`src/rtl/lpt_pkg.sv`:
```
package lpt_pkg;
   localparam int ADDR_W = 3;

   localparam logic [ADDR_W-1:0] ADR_CTRL   = 3'd0;
   localparam logic [ADDR_W-1:0] ADR_SHAPE  = 3'd1;
   localparam logic [ADDR_W-1:0] ADR_RELOAD = 3'd2;
   localparam logic [ADDR_W-1:0] ADR_CMP    = 3'd3;
   localparam logic [ADDR_W-1:0] ADR_FLAGS  = 3'd4;
   localparam logic [ADDR_W-1:0] ADR_CLEAR  = 3'd5;

   localparam int CTRL_EN    = 0;
   localparam int CTRL_START = 1;

   localparam int NFLAGS     = 2;
   localparam int FLG_RELOAD = 0;
   localparam int FLG_CMP    = 1;
endpackage

```
`src/rtl/lpt_regs.sv`:
```
module lpt_regs
   import lpt_pkg::*;
#(
   parameter int DATA_W      = 16,
   parameter int CNT_W       = 16,
   parameter int PRESC_W     = 3,
   parameter int SYNC_STAGES = 2
) (
   input  logic               clk,
   input  logic               rst_n,
   input  logic               bus_valid,
   input  logic               bus_write,
   input  logic [ADDR_W-1:0]  bus_addr,
   input  logic [DATA_W-1:0]  bus_wdata,
   output logic [DATA_W-1:0]  bus_rdata,
   output logic               enable,
   output logic               run,
   output logic [PRESC_W-1:0] presc,
   output logic               pol,
   output logic [CNT_W-1:0]   reload_sh,
   output logic [CNT_W-1:0]   cmp_sh
);
   localparam int POL_BIT = PRESC_W;

   if (SYNC_STAGES < 1) begin : g_bad_sync
      $error("SYNC_STAGES must be at least 1");
   end
   if (POL_BIT >= DATA_W) begin : g_bad_pol
      $error("shape fields do not fit the data width");
   end

   logic              wr_en;
   logic [NFLAGS-1:0] accepted;
   logic [NFLAGS-1:0] flags;

   assign wr_en              = bus_valid & bus_write;
   assign accepted[FLG_RELOAD] = wr_en && (bus_addr == ADR_RELOAD) && enable;
   assign accepted[FLG_CMP]    = wr_en && (bus_addr == ADR_CMP) && enable;

   always_ff @(posedge clk or negedge rst_n) begin
      if (!rst_n) begin
         enable <= 1'b0;
         run    <= 1'b0;
      end else if (wr_en && bus_addr == ADR_CTRL) begin
         enable <= bus_wdata[CTRL_EN];
         run    <= bus_wdata[CTRL_EN] & (bus_wdata[CTRL_START] | run);
      end
   end

   always_ff @(posedge clk or negedge rst_n) begin
      if (!rst_n) begin
         presc <= '0;
         pol   <= 1'b0;
      end else if (wr_en && bus_addr == ADR_SHAPE && !enable) begin
         presc <= bus_wdata[PRESC_W-1:0];
         pol   <= bus_wdata[POL_BIT];
      end
   end

   always_ff @(posedge clk or negedge rst_n) begin
      if (!rst_n) begin
         reload_sh <= '0;
         cmp_sh    <= '0;
      end else begin
         if (accepted[FLG_RELOAD]) reload_sh <= bus_wdata[CNT_W-1:0];
         if (accepted[FLG_CMP])    cmp_sh    <= bus_wdata[CNT_W-1:0];
      end
   end

   for (genvar f = 0; f < NFLAGS; f++) begin : g_flag
      logic [SYNC_STAGES-1:0] pipe;
      if (SYNC_STAGES == 1) begin : g_one
         always_ff @(posedge clk or negedge rst_n) begin
            if (!rst_n) pipe <= '0;
            else        pipe <= accepted[f];
         end
      end else begin : g_many
         always_ff @(posedge clk or negedge rst_n) begin
            if (!rst_n) pipe <= '0;
            else        pipe <= {pipe[SYNC_STAGES-2:0], accepted[f]};
         end
      end
      always_ff @(posedge clk or negedge rst_n) begin
         if (!rst_n)
            flags[f] <= 1'b0;
         else if (pipe[SYNC_STAGES-1])
            flags[f] <= 1'b1;
         else if (wr_en && bus_addr == ADR_CLEAR && bus_wdata[f])
            flags[f] <= 1'b0;
      end
   end

   always_comb begin
      bus_rdata = '0;
      case (bus_addr)
         ADR_CTRL: begin
            bus_rdata[CTRL_EN]    = enable;
            bus_rdata[CTRL_START] = run;
         end
         ADR_SHAPE: begin
            bus_rdata[PRESC_W-1:0] = presc;
            bus_rdata[POL_BIT]     = pol;
         end
         ADR_RELOAD: bus_rdata[CNT_W-1:0]  = reload_sh;
         ADR_CMP:    bus_rdata[CNT_W-1:0]  = cmp_sh;
         ADR_FLAGS:  bus_rdata[NFLAGS-1:0] = flags;
         default:    bus_rdata = '0;
      endcase
   end


   a_r3_shape_locked: assert property (@(posedge clk) disable iff (!rst_n)
      (wr_en && bus_addr == ADR_SHAPE && enable) |=> ($stable(presc) && $stable(pol)));

   a_r4_reload_locked: assert property (@(posedge clk) disable iff (!rst_n)
      (wr_en && bus_addr == ADR_RELOAD && !enable) |=> $stable(reload_sh));

   a_r7_run_needs_enable: assert property (@(posedge clk) disable iff (!rst_n)
      run |-> enable);

   a_r12_stop: assert property (@(posedge clk) disable iff (!rst_n)
      (wr_en && bus_addr == ADR_CTRL && !bus_wdata[CTRL_EN]) |=> (!enable && !run));
endmodule

```
`src/rtl/lpt_prescaler.sv`:
```
module lpt_prescaler #(
   parameter int PRESC_W = 3
) (
   input  logic               clk,
   input  logic               rst_n,
   input  logic               run,
   input  logic [PRESC_W-1:0] presc,
   output logic               tick
);
   localparam int DIV_W = (1 << PRESC_W) - 1;

   if (PRESC_W < 1 || PRESC_W > 4) begin : g_bad_presc
      $error("PRESC_W must be between 1 and 4");
   end

   logic [DIV_W-1:0] divcnt;
   logic [DIV_W-1:0] mask;

   assign mask = ~({DIV_W{1'b1}} << presc);
   assign tick = run && ((divcnt & mask) == mask);

   always_ff @(posedge clk or negedge rst_n) begin
      if (!rst_n)   divcnt <= '0;
      else if (run) divcnt <= divcnt + 1'b1;
      else          divcnt <= '0;
   end


   a_r9_no_division: assert property (@(posedge clk) disable iff (!rst_n)
      (run && presc == '0) |-> tick);
endmodule

```
`src/rtl/lpt_counter.sv`:
```
module lpt_counter #(
   parameter int CNT_W = 16
) (
   input  logic             clk,
   input  logic             rst_n,
   input  logic             run,
   input  logic             tick,
   input  logic             pol,
   input  logic [CNT_W-1:0] reload_sh,
   input  logic [CNT_W-1:0] cmp_sh,
   output logic             pwm_out
);
   logic [CNT_W-1:0] cnt;
   logic [CNT_W-1:0] reload_act;
   logic [CNT_W-1:0] cmp_act;
   logic             at_top;

   assign at_top = (cnt >= reload_act);

   always_ff @(posedge clk or negedge rst_n) begin
      if (!rst_n) begin
         cnt        <= '0;
         reload_act <= '0;
         cmp_act    <= '0;
      end else if (!run) begin
         cnt        <= '0;
         reload_act <= reload_sh;
         cmp_act    <= cmp_sh;
      end else if (tick) begin
         if (at_top) begin
            cnt        <= '0;
            reload_act <= reload_sh;
            cmp_act    <= cmp_sh;
         end else begin
            cnt <= cnt + 1'b1;
         end
      end
   end

   assign pwm_out = pol ^ (run && (cnt > cmp_act));


   a_r8_count_in_range: assert property (@(posedge clk) disable iff (!rst_n)
      cnt <= reload_act);

   a_r8_wrap: assert property (@(posedge clk) disable iff (!rst_n)
      (run && tick && cnt == reload_act) |=> (cnt == '0));

   a_r10_idle_level: assert property (@(posedge clk) disable iff (!rst_n)
      !run |-> (pwm_out == pol));
endmodule

```
`src/rtl/lpt_pwm_timer.sv`:
```
module lpt_pwm_timer
   import lpt_pkg::*;
#(
   parameter int DATA_W      = 16,
   parameter int CNT_W       = 16,
   parameter int PRESC_W     = 3,
   parameter int SYNC_STAGES = 2
) (
   input  logic              clk,
   input  logic              rst_n,
   input  logic              bus_valid,
   input  logic              bus_write,
   input  logic [ADDR_W-1:0] bus_addr,
   input  logic [DATA_W-1:0] bus_wdata,
   output logic [DATA_W-1:0] bus_rdata,
   output logic              pwm_out
);
   if (CNT_W > DATA_W) begin : g_bad_width
      $error("CNT_W must not exceed DATA_W");
   end

   logic               enable;
   logic               run;
   logic [PRESC_W-1:0] presc;
   logic               pol;
   logic [CNT_W-1:0]   reload_sh;
   logic [CNT_W-1:0]   cmp_sh;
   logic               tick;

   lpt_regs #(
      .DATA_W(DATA_W), .CNT_W(CNT_W), .PRESC_W(PRESC_W), .SYNC_STAGES(SYNC_STAGES)
   ) u_regs (
      .clk(clk), .rst_n(rst_n),
      .bus_valid(bus_valid), .bus_write(bus_write), .bus_addr(bus_addr),
      .bus_wdata(bus_wdata), .bus_rdata(bus_rdata),
      .enable(enable), .run(run), .presc(presc), .pol(pol),
      .reload_sh(reload_sh), .cmp_sh(cmp_sh)
   );

   lpt_prescaler #(.PRESC_W(PRESC_W)) u_presc (
      .clk(clk), .rst_n(rst_n), .run(run), .presc(presc), .tick(tick)
   );

   lpt_counter #(.CNT_W(CNT_W)) u_cnt (
      .clk(clk), .rst_n(rst_n), .run(run), .tick(tick), .pol(pol),
      .reload_sh(reload_sh), .cmp_sh(cmp_sh), .pwm_out(pwm_out)
   );
endmodule

```
`config.mk`:
```
export PLATFORM = sky130hd
export DESIGN_NAME = lpt_pwm_timer
export DESIGN_NICKNAME = d
export VERILOG_FILES = /design/src/rtl/lpt_pkg.sv /design/src/rtl/lpt_regs.sv /design/src/rtl/lpt_prescaler.sv /design/src/rtl/lpt_counter.sv /design/src/rtl/lpt_pwm_timer.sv
export SDC_FILE = /design/constraint.sdc
export NUM_CORES = 1
export LEC_CHECK = 0
export ABC_AREA = 1
export BUFFER_PORTS_ARGS = -buffer_cell sky130_fd_sc_hd__buf_2
export CORE_MARGIN = 10
export CORE_UTILIZATION = 54
export DETAILED_ROUTE_END_ITERATION = 6
export GPL_TIMING_DRIVEN = 0
export HOLD_SLACK_MARGIN = 0.15
export PLACE_DENSITY = 0.76
export SLEW_MARGIN = 0
export SYNTH_ARGS = -nofsm -noshare
export SYNTH_HDL_FRONTEND = slang
export SYNTH_SLANG_ARGS = --single-unit
```
`constraint.sdc`:
```
create_clock -name clk -period 1.7 [get_ports clk]
set_input_delay 0.17 -clock clk [delete_from_list [all_inputs] [get_ports clk]]
set_output_delay 0.17 -clock clk [all_outputs]
set_load 0.1 [all_outputs]
```
==> results of run 1 <==
==> kinds of logic after synthesis <==
logic type               synth area share (%)
XOR/XNOR                               0.1677
AO/OA/AOI/OAI                           10.23
buffers and inverters                   8.433
AND/OR/NAND/NOR                         25.59
adder cells (fa/ha/maj)                 8.146
flip-flops                              47.44
==> synth_stat cells, drive strengths merged (9+ instances only) <==
| master | instances |
|---|---|
| o21ai | 47 |
| nor3 | 9 |
| a21oi | 22 |
| buf | 12 |
| inv | 87 |
| nand3 | 59 |
| nand2 | 217 |
| clkbuf | 9 |
| a22o | 12 |
| ha | 34 |
| dfrtp | 99 |
| nor2 | 41 |
==> worst register-to-register path: stages (launching register included) <==
cell and delay (ns):
dfrtp_2 0.45, buf_4 0.14, buf_6 0.10, buf_6 0.12, ha_4 0.21, nand2_2 0.07
inv_2 0.04, o21ai_2 0.13, a21oi_2 0.07, nor2_2 0.18, nand2_4 0.16, nand2_8 0.18
inv_8 0.07, clkbuf_16 0.16, nor2_1 0.08
==> layout by cell type, fill, tap and decap left out, drive strengths merged <==
cell type      n
inv           90
a21o           2
o2111ai        1
clkinv         5
a21oi         22
o21ai         47
nand2        217
a22o          12
nor3           9
ha            34
a22oi          2
clkbuf        20
nand3         59
a211oi         1
nor2          41
nand3b         1
o21a           2
dfrtp         99
a32o           1
xor2           1
o21bai         1
dlygate4sd3   17
buf           77
==> flip-flops by register name (all words and copies together) (netlist names), 2 cells and up <==
register	flops
u_regs.presc	3
u_regs.flags	2
u_regs.reload_sh	16
u_cnt.reload_act	16
u_cnt.cmp_act	16
u_regs.g_flag.pipe	4
u_presc.divcnt	7
u_regs.cmp_sh	16
u_cnt.cnt	16
==> power breakdown <==
group          switching [uW]  total [uW]  internal [uW]
registers                 523        3490           2970
clock network             916        1490            573
logic                    2340        3920           1590
==> final cells by class <==
class / count / share of cell area [%]
sequential: 99 / 37.08
buffer: 20 / 2.279
timing repair buffer: 85 / 11.30
inverter: 88 / 5.062
multi-input combinational: 453 / 38.98
clock inverter: 7 / 1.046
clock buffer: 9 / 1.849
tap: 129 / 2.409
==> per-stage QoR <==
stage	cell area [sq um]	instances	setup TNS (ns)	setup slack (ns)	total power, uW
2_1_floorplan	5256	661	-0.6529	-0.08777	5438
3_3_place_gp	5613	829	-66.58	-0.5145	6054
3_5_place_dp	5643	830	-18.43	-0.5268	6213
4_1_cts	6339	879	-14.21	-0.6508	8152
5_1_grt	6699	890	-26.25	-0.6978	9474
6_report	6699	890	-23.08	-0.5762	8908
==> final timing paths <==
kind                                                    startpoint  cells after the start  slack, ns                                 end
min in group asynchronous                                    rst_n                      2       0.32         u_presc.divcnt[2]$_DFF_PN0_
max in group asynchronous                                    rst_n                      3       0.69            u_cnt.cnt[9]$_DFFE_PN0P_
worst min-delay path                                     bus_write                      5       0.27           u_regs.enable$_DFFE_PN0P_
worst max-delay path                     u_cnt.cnt[13]$_DFFE_PN0P_                     10      -0.58                             pwm_out
worst max register to register            u_cnt.cnt[9]$_DFFE_PN0P_                     14      -0.53            u_cnt.cnt[4]$_DFFE_PN0P_
worst min register to register  u_regs.g_flag[0].pipe[0]$_DFF_PN0_                      0       0.36  u_regs.g_flag[0].pipe[1]$_DFF_PN0_
==> what timing repair did <==
item,4_1_cts,5_1_grt
cloned,2,3
pin swaps,7,21
resized for setup,56,61
hold endpoints to repair,78,0
endpoints found under the setup margin,60,55
buffers inserted,14,9
hold buffers,17,0
==> metal layers <==
layer  GRT usage, %  vias to the layer above
li1               -                     2309
met1          23.64                     2322
met2          33.14                      148
met3          4.093                       24
met4          7.110                        0
met5              0                        -
==> results.cfg, run 1 <==
[timing]
slew_headroom_pct = 63.73
timing.final.crit_share_pct = 133.9
hold-worst-slack_ns = 0.2674
fmax_mhz = 439.3
setup_viol = 49
maxSlewViolCount = 0
hold_viol_final = 0
skew_ns = 0.01606
worst_slack_ns = -0.5762
worstMarginPinSlew_ns = 0.5441
rsz0062_at_grt = yes
period_minus_slack_ns = 2.276

[route]
drt_wl_total_um = 14480
wl_met3_um = 767
avgRoutedWirePerCell_um = 16.27
m1WireLength_um = 6007
routed-via-count = 4803
drt_iter0_markers = 328
dr_wl_met2_um = 7457
ant_nets = 0
drc_errors = 0
vias_per_cell = 5.397
highest_layer = met4
dr.pass1.iters = 5

[yosys]
synth_cells = 661
yosysWarningCount = 0
synthTopCellsByArea = dfrtp_1 (47%), nand2_1 (15%), ha_1 (8.1%)
yosysUniqueCellTypes = 29
netlist.area_leader.share_pct = 47.44
netlist_area_sq_um = 5223
avgSynthCellArea_sq_um = 7.901
synth-seq-area-share_pct = 47.44
yosysTopAreaCell = dfrtp_1
syn_nets = 718
synthArstFlopShare_pct = 100.0
ys_seq_elements = 99
synth_edf_count = 0
synth-main-ff-cell = dfrtp_1

[placed_design]
io_buffers = 39
place_congestion = 0.8079
hpwlAfterDp_um = 9424

[worst_setup_path]
end_kind = output pin
crit_slowest_cell = dfrtp_1
cp_slowest_stage_delay_ns = 0.44
critPathTopFamily = simple AND/OR/NAND/NOR gates
worstPathMaxFanout = 3
worstPathCellList = ha_4 -> nand2_4 -> nor2_4 -> nand2_2 -> nor3_4 -> nand2_1 -> nand3_2 -> nand3b_1 -> nand2_4 -> buf_12
worstSetupPathType = register to output pin
critPathRequiredTime_ns = 1.53
cp.buffers_inverters = 1
cp_data_arrival_time_ns = 2.11
start_kind = register
crit_top_cell = nand2_4

[pwr]
pwr_density_cell_nw_per_um2 = 1330
ir_drop_mv = 0.8908
p_leak_uw = 0.003450

[floorplanning]
die-area_sq_um = 14000
ios = 40
num_rows = 35
die_w_um = 118.3
die_h_um = 118.3
start_util_pct = 55.99
core_sq_um = 9328

[grt]
grt_antenna_before_repair = 0
grt_start_max_net_pins = 60
first_global_vias = 4712
grt_overflow = 0
grt_pass1_wl_um = 22560
track_usage_pct = 19.43

[clock_network]
numCtsBuffers = 9
ctsLongestPathBuffers = 2
cts.sinks = 99
h-tree-depth = 3
tritoncts = yes
cts.clk_slew.worst_paths_ns = 0.11
cts_root_buffer = clkbuf_8
clock_latency_ns = 0.38

[outcome]
violations = setup timing
status = finished with violations

[cells_and_area]
final_core_util_pct = 71.82
layout.nets = 813
multi_input_area_sq_um = 2611
drive_gt1_share_pct = 22.34
fill_cells = 672
synthToLayoutAreaGrowth_pct = 28.27
ff_latch_area_sq_um = 2484
antenna_cells = 0

[min_path]
worstHoldPathType = input pin to register

[flow_run]
max_cap_violations = 0
(Power assumes the default switching activity.)
==> inputs of run 2 (changes only) <==
- SETUP_SLACK_MARGIN: not set -> 0.2
==> results.cfg, run 2 (synthesis results as in run 1) <==
[clock_network]
tritoncts = yes
cts.sinks = 99
clock_latency_ns = 0.39
h-tree-depth = 3
numCtsBuffers = 9
cts.clk_slew.worst_paths_ns = 0.11
cts_root_buffer = clkbuf_8
ctsLongestPathBuffers = 2

[route]
drc_errors = 0
ant_nets = 0
routed-via-count = 5151
avgRoutedWirePerCell_um = 17.64
drt_iter0_markers = 384
dr.pass1.iters = 5
drt_wl_total_um = 16140
vias_per_cell = 5.630

[placed_design]
place_congestion = 0.8164
dp_cells = 830
hpwlAfterDp_um = 9110
io_buffers = 39

[cells_and_area]
synthToLayoutAreaGrowth_pct = 37.73
final_cells = 915
layout.nets = 838
fill_cells = 546
mostFrequentLayoutCells = nand2_1 (173), dfrtp_1 (92), inv_1 (80), o21ai_0 (44), nand2_2 (39)
antenna_cells = 0
drive_gt1_share_pct = 32.82
layout_commonest_cell = nand2_1

[floorplanning]
start_util_pct = 55.99
num_rows = 35
die-area_sq_um = 14000
core_sq_um = 9328
die_h_um = 118.3
die_w_um = 118.3
ios = 40

[timing]
maxSlewViolCount = 0
worstMarginPinSlew_ns = 0.3705
rsz0062_at_grt = yes
timing.final.crit_share_pct = 140.7
setup_tns_ns = -22.20
setup_viol = 49
period_minus_slack_ns = 2.391
slew_headroom_pct = 75.23
fmax_mhz = 418.2
worst_slack_ns = -0.6913
skew_ns = 0.01490
hold_viol_final = 0

[pwr]
power_frac_clock_pct = 15.6
power_frac_seq_pct = 36.8
ir_drop_mv = 0.8264
pwr_density_cell_nw_per_um2 = 1344
p_sw_uw = 4203
power.internal_uw = 5464
p_leak_uw = 0.003637
swShare_pct = 43.48
combPwrFrac_pct = 47.6

[min_path]
worstHoldPathType = input pin to asynchronous set/reset pin

[grt]
grt_overflow = 0
track_usage_pct = 20.70
grt_pass1_wl_um = 24050
first_global_vias = 4965
grt_start_max_net_pins = 76
grt_antenna_before_repair = 0

[worst_setup_path]
cp_data_arrival_time_ns = 2.22
crit_top_cell = nand2_2
worstPathMaxFanout = 2
crit_slowest_cell = dfrtp_1
start_kind = register
critPathRequiredTime_ns = 1.53
r2r_setup_slack_ns = -0.56
worstPathCellList = inv_1 -> ha_1 -> nand2_2 -> nor2_4 -> nand2_2 -> nor3_2 -> nand2_1 -> nand3_2 -> nand3b_1 -> nand2_4 -> buf_12
end_kind = output pin
worstSetupPathType = register to output pin
cp_slowest_stage_delay_ns = 0.39

[flow_run]
max_cap_violations = 0

[outcome]
status = finished with violations
violations = setup timing
-- run 2: cell types whose count changed in the layout (fill, tap and decap cells not counted), moves of 8 or more --
cell	previous run	this run
buf_4	29	38
nand3_2	9	26
a22o_2	0	8
nand2_1	197	173
nand2_2	15	39
a22o_1	12	4
nand3_1	49	33
buf_6	8	25
-- run 2: critical path, delay by kind of cell, from the launching register on --
family	cells	cell delay (ns)
buf+inv	2	0.24
flops	1	0.39
fa+ha+maj	1	0.29
simple gates	8	0.90
-- run 2: path summary, 6_finish.rpt --
path	startpoint	depth (start not counted)	endpoint
max	u_cnt.cmp_act[12]$_DFFE_PN0P_	11	pwm_out
min	rst_n	2	u_presc.divcnt[2]$_DFF_PN0_
max reg2reg	u_cnt.cnt[15]$_DFFE_PN0P_	13	u_cnt.reload_act[12]$_DFFE_PN0P_
min reg2reg	u_regs.g_flag[0].pipe[0]$_DFF_PN0_	0	u_regs.g_flag[0].pipe[1]$_DFF_PN0_
max in group asynchronous	rst_n	3	u_cnt.cnt[8]$_DFFE_PN0P_
min in group clk	bus_write	5	u_regs.enable$_DFFE_PN0P_
-- run 2: timing repair --
action	in CTS	in global routing
endpoints found under the setup margin	65	79
setup buffers	21	24
hold buffers	17	0
gates cloned	7	0
hold endpoints to repair	136	0
resized for setup	156	49
pin swaps	26	14
-- run 2: metrics by stage --
stage                     utilization [%]  power [uW]  area [sq um]  hold WS [ns]  setup slack (ns)
after floorplan                         -        5449          5275       -0.1256          -0.03854
after global placement              60.38        6058          5632        0.3432           -0.5244
after detailed placement            60.70        6208          5662        0.1074           -0.5152
after CTS                           73.33        8813          6840        0.2283           -0.6598
after global routing                77.12       10210          7193        0.2602           -0.7676
final                               77.12        9667          7193        0.2366           -0.6913
-- run 2: layout make-up --
class | count | area [sq um] | area share (%)
Multi-Input combinational cell | 453 | 2814 | 39.12
Inverter | 88 | 342.8 | 4.766
Clock buffer | 9 | 123.9 | 1.722
Buffer | 21 | 181.4 | 2.522
Tap cell | 129 | 161.4 | 2.244
Clock inverter | 7 | 68.82 | 0.9567
Sequential cell | 99 | 2486 | 34.56
Timing Repair Buffer | 109 | 1015 | 14.11
-- run 2: power groups by stage --
stage / clock network (uW) / registers [uW] / logic, uW
final: 1510 / 3560 / 4600
after global routing: 1610 / 3600 / 5000
after CTS: 1500 / 3490 / 3820
after detailed placement: 0 / 3480 / 2730
after global placement: 0 / 3450 / 2610
after floorplan: 0 / 3320 / 2130
-- run 2: routing by layer --
layer	track usage (%)	part of all wire [%]	vias to the layer above
li1	-	-	2364
met1	24.62	40	2492
met2	35.64	50	239
met3	4.284	6.1	56
met4	8.423	4.4	0
met5	0	0	-
==> inputs of run 3 (changes only) <==
- CORE_ASPECT_RATIO: not set -> 0.5
- CORE_UTILIZATION: 54 -> 60
- PLACE_DENSITY: 0.76 -> 0.8
- SLEW_MARGIN: 0 -> not set
- clock period: 1.7 -> 2.5 ns (I/O delays scaled with it)
==> results.cfg, run 3 (synthesis results as in run 1) <==
[outcome]
status = finished, final reports clean

[cells_and_area]
fill_cells = 610
antenna_cells = 0
final_cells = 844
layout_commonest_cell = nand2_1
drive_gt1_share_pct = 15.16
synthToLayoutAreaGrowth_pct = 17.73
layout.nets = 784
mostFrequentLayoutCells = nand2_1 (211), dfrtp_1 (94), inv_1 (84), nand3_1 (58), o21ai_0 (46)

[worst_setup_path]
end_kind = output pin
worstSetupPathType = register to output pin
r2r_setup_slack_ns = 0.34
reg2reg_depth = 11
start_kind = register
rr_startpoint = u_cnt.cnt[15]$_DFFE_PN0P_
worstPathMaxFanout = 2
crit_start = u_cnt.cnt[8]$_DFFE_PN0P_
cp_data_arrival_time_ns = 2.08
r2r_end = u_cnt.cmp_act[10]$_DFFE_PN0P_
critPathRequiredTime_ns = 2.25
critPathCapture = pwm_out

[clock_network]
cts_root_buffer = clkbuf_16
cts.clk_slew.worst_paths_ns = 0.07
tritoncts = yes
cts.sinks = 99
h-tree-depth = 3
ctsLongestPathBuffers = 2
clock_latency_ns = 0.34
numCtsBuffers = 9

[flow_run]
max_cap_violations = 0

[timing]
rsz0062_at_grt = yes
hold_viol_final = 0
fmax_mhz = 428.7
slew_headroom_pct = 63.58
maxSlewViolCount = 0
timing.final.crit_share_pct = 93.30
setup_viol = 0
worstMarginPinSlew_ns = 0.5463
setup_tns_ns = 0
period_minus_slack_ns = 2.333
skew_ns = 0.008258

[route]
drc_errors = 0
drt_iter0_markers = 435
avgRoutedWirePerCell_um = 15.76
drt_wl_total_um = 13300
dr.pass1.iters = 6
routed-via-count = 4678
vias_per_cell = 5.543
ant_nets = 0

[grt]
grt_antenna_before_repair = 0
track_usage_pct = 20.46
grt_start_max_net_pins = 67
grt_overflow = 0
use_met1_pct = 26.49
grt.busiest_layer = met2
grt_pass1_wl_um = 22300
grt_use_met2_pct = 32.94
use_met3_pct = 4.983
first_global_vias = 4554

[floorplanning]
core_sq_um = 8230
die_h_um = 85.97
die-area_sq_um = 13060
start_util_pct = 63.45
die_w_um = 151.9
num_rows = 23
ios = 40

[placed_design]
hpwlAfterDp_um = 9149
place_congestion = 0.8981
dp_cells = 813
io_buffers = 39

[pwr]
p_leak_uw = 0.003267
ir_drop_mv = 0.4887
pwr_density_cell_nw_per_um2 = 962.2

[min_path]
hold_start = bus_wdata[10]
worstHoldPathType = input pin to register
-- run 3: cell types whose count changed in the layout (fill, tap and decap cells not counted), moves of 9 or more --
| cell | previous run | this run |
|---|---|---|
| nand2_1 | 173 | 211 |
| nand3_2 | 26 | 1 |
| nand3_1 | 33 | 58 |
| dlygate4sd3_1 | 17 | 2 |
| clkbuf_8 | 16 | 0 |
| clkbuf_16 | 0 | 9 |
| nand2_2 | 39 | 5 |
| buf_4 | 38 | 18 |
| buf_2 | 28 | 45 |
| buf_6 | 25 | 1 |
-- run 3: critical path, stage by stage, from the launching register on --
cell and delay, ns:
dfrtp_2 0.45, ha_4 0.29, nand2_2 0.06, nor2_4 0.14, nand2_1 0.09, nor3_2 0.17, nand2_1 0.10, nand3_2 0.09
nand2_1 0.05, nand2_1 0.07, nand2_2 0.07, buf_12 0.16
-- run 3: through the flow --
step	util [%]	hold WS, ns	power, uW	cell area [sq um]	setup WS, ns
3_5_place_dp	67.97	0.2321	4199	5594	0.2045
2_1_floorplan	-	-0.04559	3677	5229	0.2548
6_report	74.70	0.1674	5916	6148	0.1674
4_1_cts	73.96	0.1683	5808	6087	0.2047
5_1_grt	74.70	0.1874	6332	6148	0.01470
3_3_place_gp	67.60	0.3350	4108	5564	0.1889
-- run 3: timing repair --
item,CTS,global route
hold endpoints to repair,34,0
gates resized for setup,18,14
setup buffers,9,4
endpoints found under the setup margin,1,48
hold buffers,2,0
pin swaps,8,1
-- run 3: final cells by class --
type | instances | area [sq um] | area share (%)
Multi-Input combinational cell | 453 | 2399 | 39.01
Tap cell | 112 | 140.1 | 2.279
Clock inverter | 7 | 98.84 | 1.608
Inverter | 88 | 330.3 | 5.372
Sequential cell | 99 | 2484 | 40.39
Buffer | 21 | 113.9 | 1.852
Clock buffer | 9 | 225.2 | 3.663
Timing Repair Buffer | 55 | 357.8 | 5.820
-- run 3: routing by layer --
| layer | share of wire [%] | wire length (um) | vias up |
|---|---|---|---|
| met2 | 45 | 5989 | 188 |
| li1 | - | - | 2243 |
| met4 | 2.5 | 338 | 0 |
| met3 | 7.1 | 942 | 37 |
| met5 | 0 | 0 | - |
| met1 | 45 | 6033 | 2210 |
-- run 3: power breakdown --
group          internal (uW)  switching (uW)
sequential              2020             354
clock                    805             657
combinational            728            1350
-- run 3: worst min path at each step --
| stage | end | slack, ns | cells after the start |
|---|---|---|---|
| 2_1_floorplan | u_cnt.cmp_act[0]$_DFFE_PN0P_ | -0.05 | 0 |
| 3_3_place_gp | u_regs.g_flag[0].pipe[1]$_DFF_PN0_ | 0.33 | 0 |
| 3_5_place_dp | u_cnt.cnt[3]$_DFFE_PN0P_ | 0.23 | 1 |
| 4_1_cts | u_regs.cmp_sh[10]$_DFFE_PN0P_ | 0.17 | 3 |
| 5_1_grt | u_regs.cmp_sh[12]$_DFFE_PN0P_ | 0.19 | 3 |
| 6_report | u_regs.cmp_sh[10]$_DFFE_PN0P_ | 0.17 | 3 |
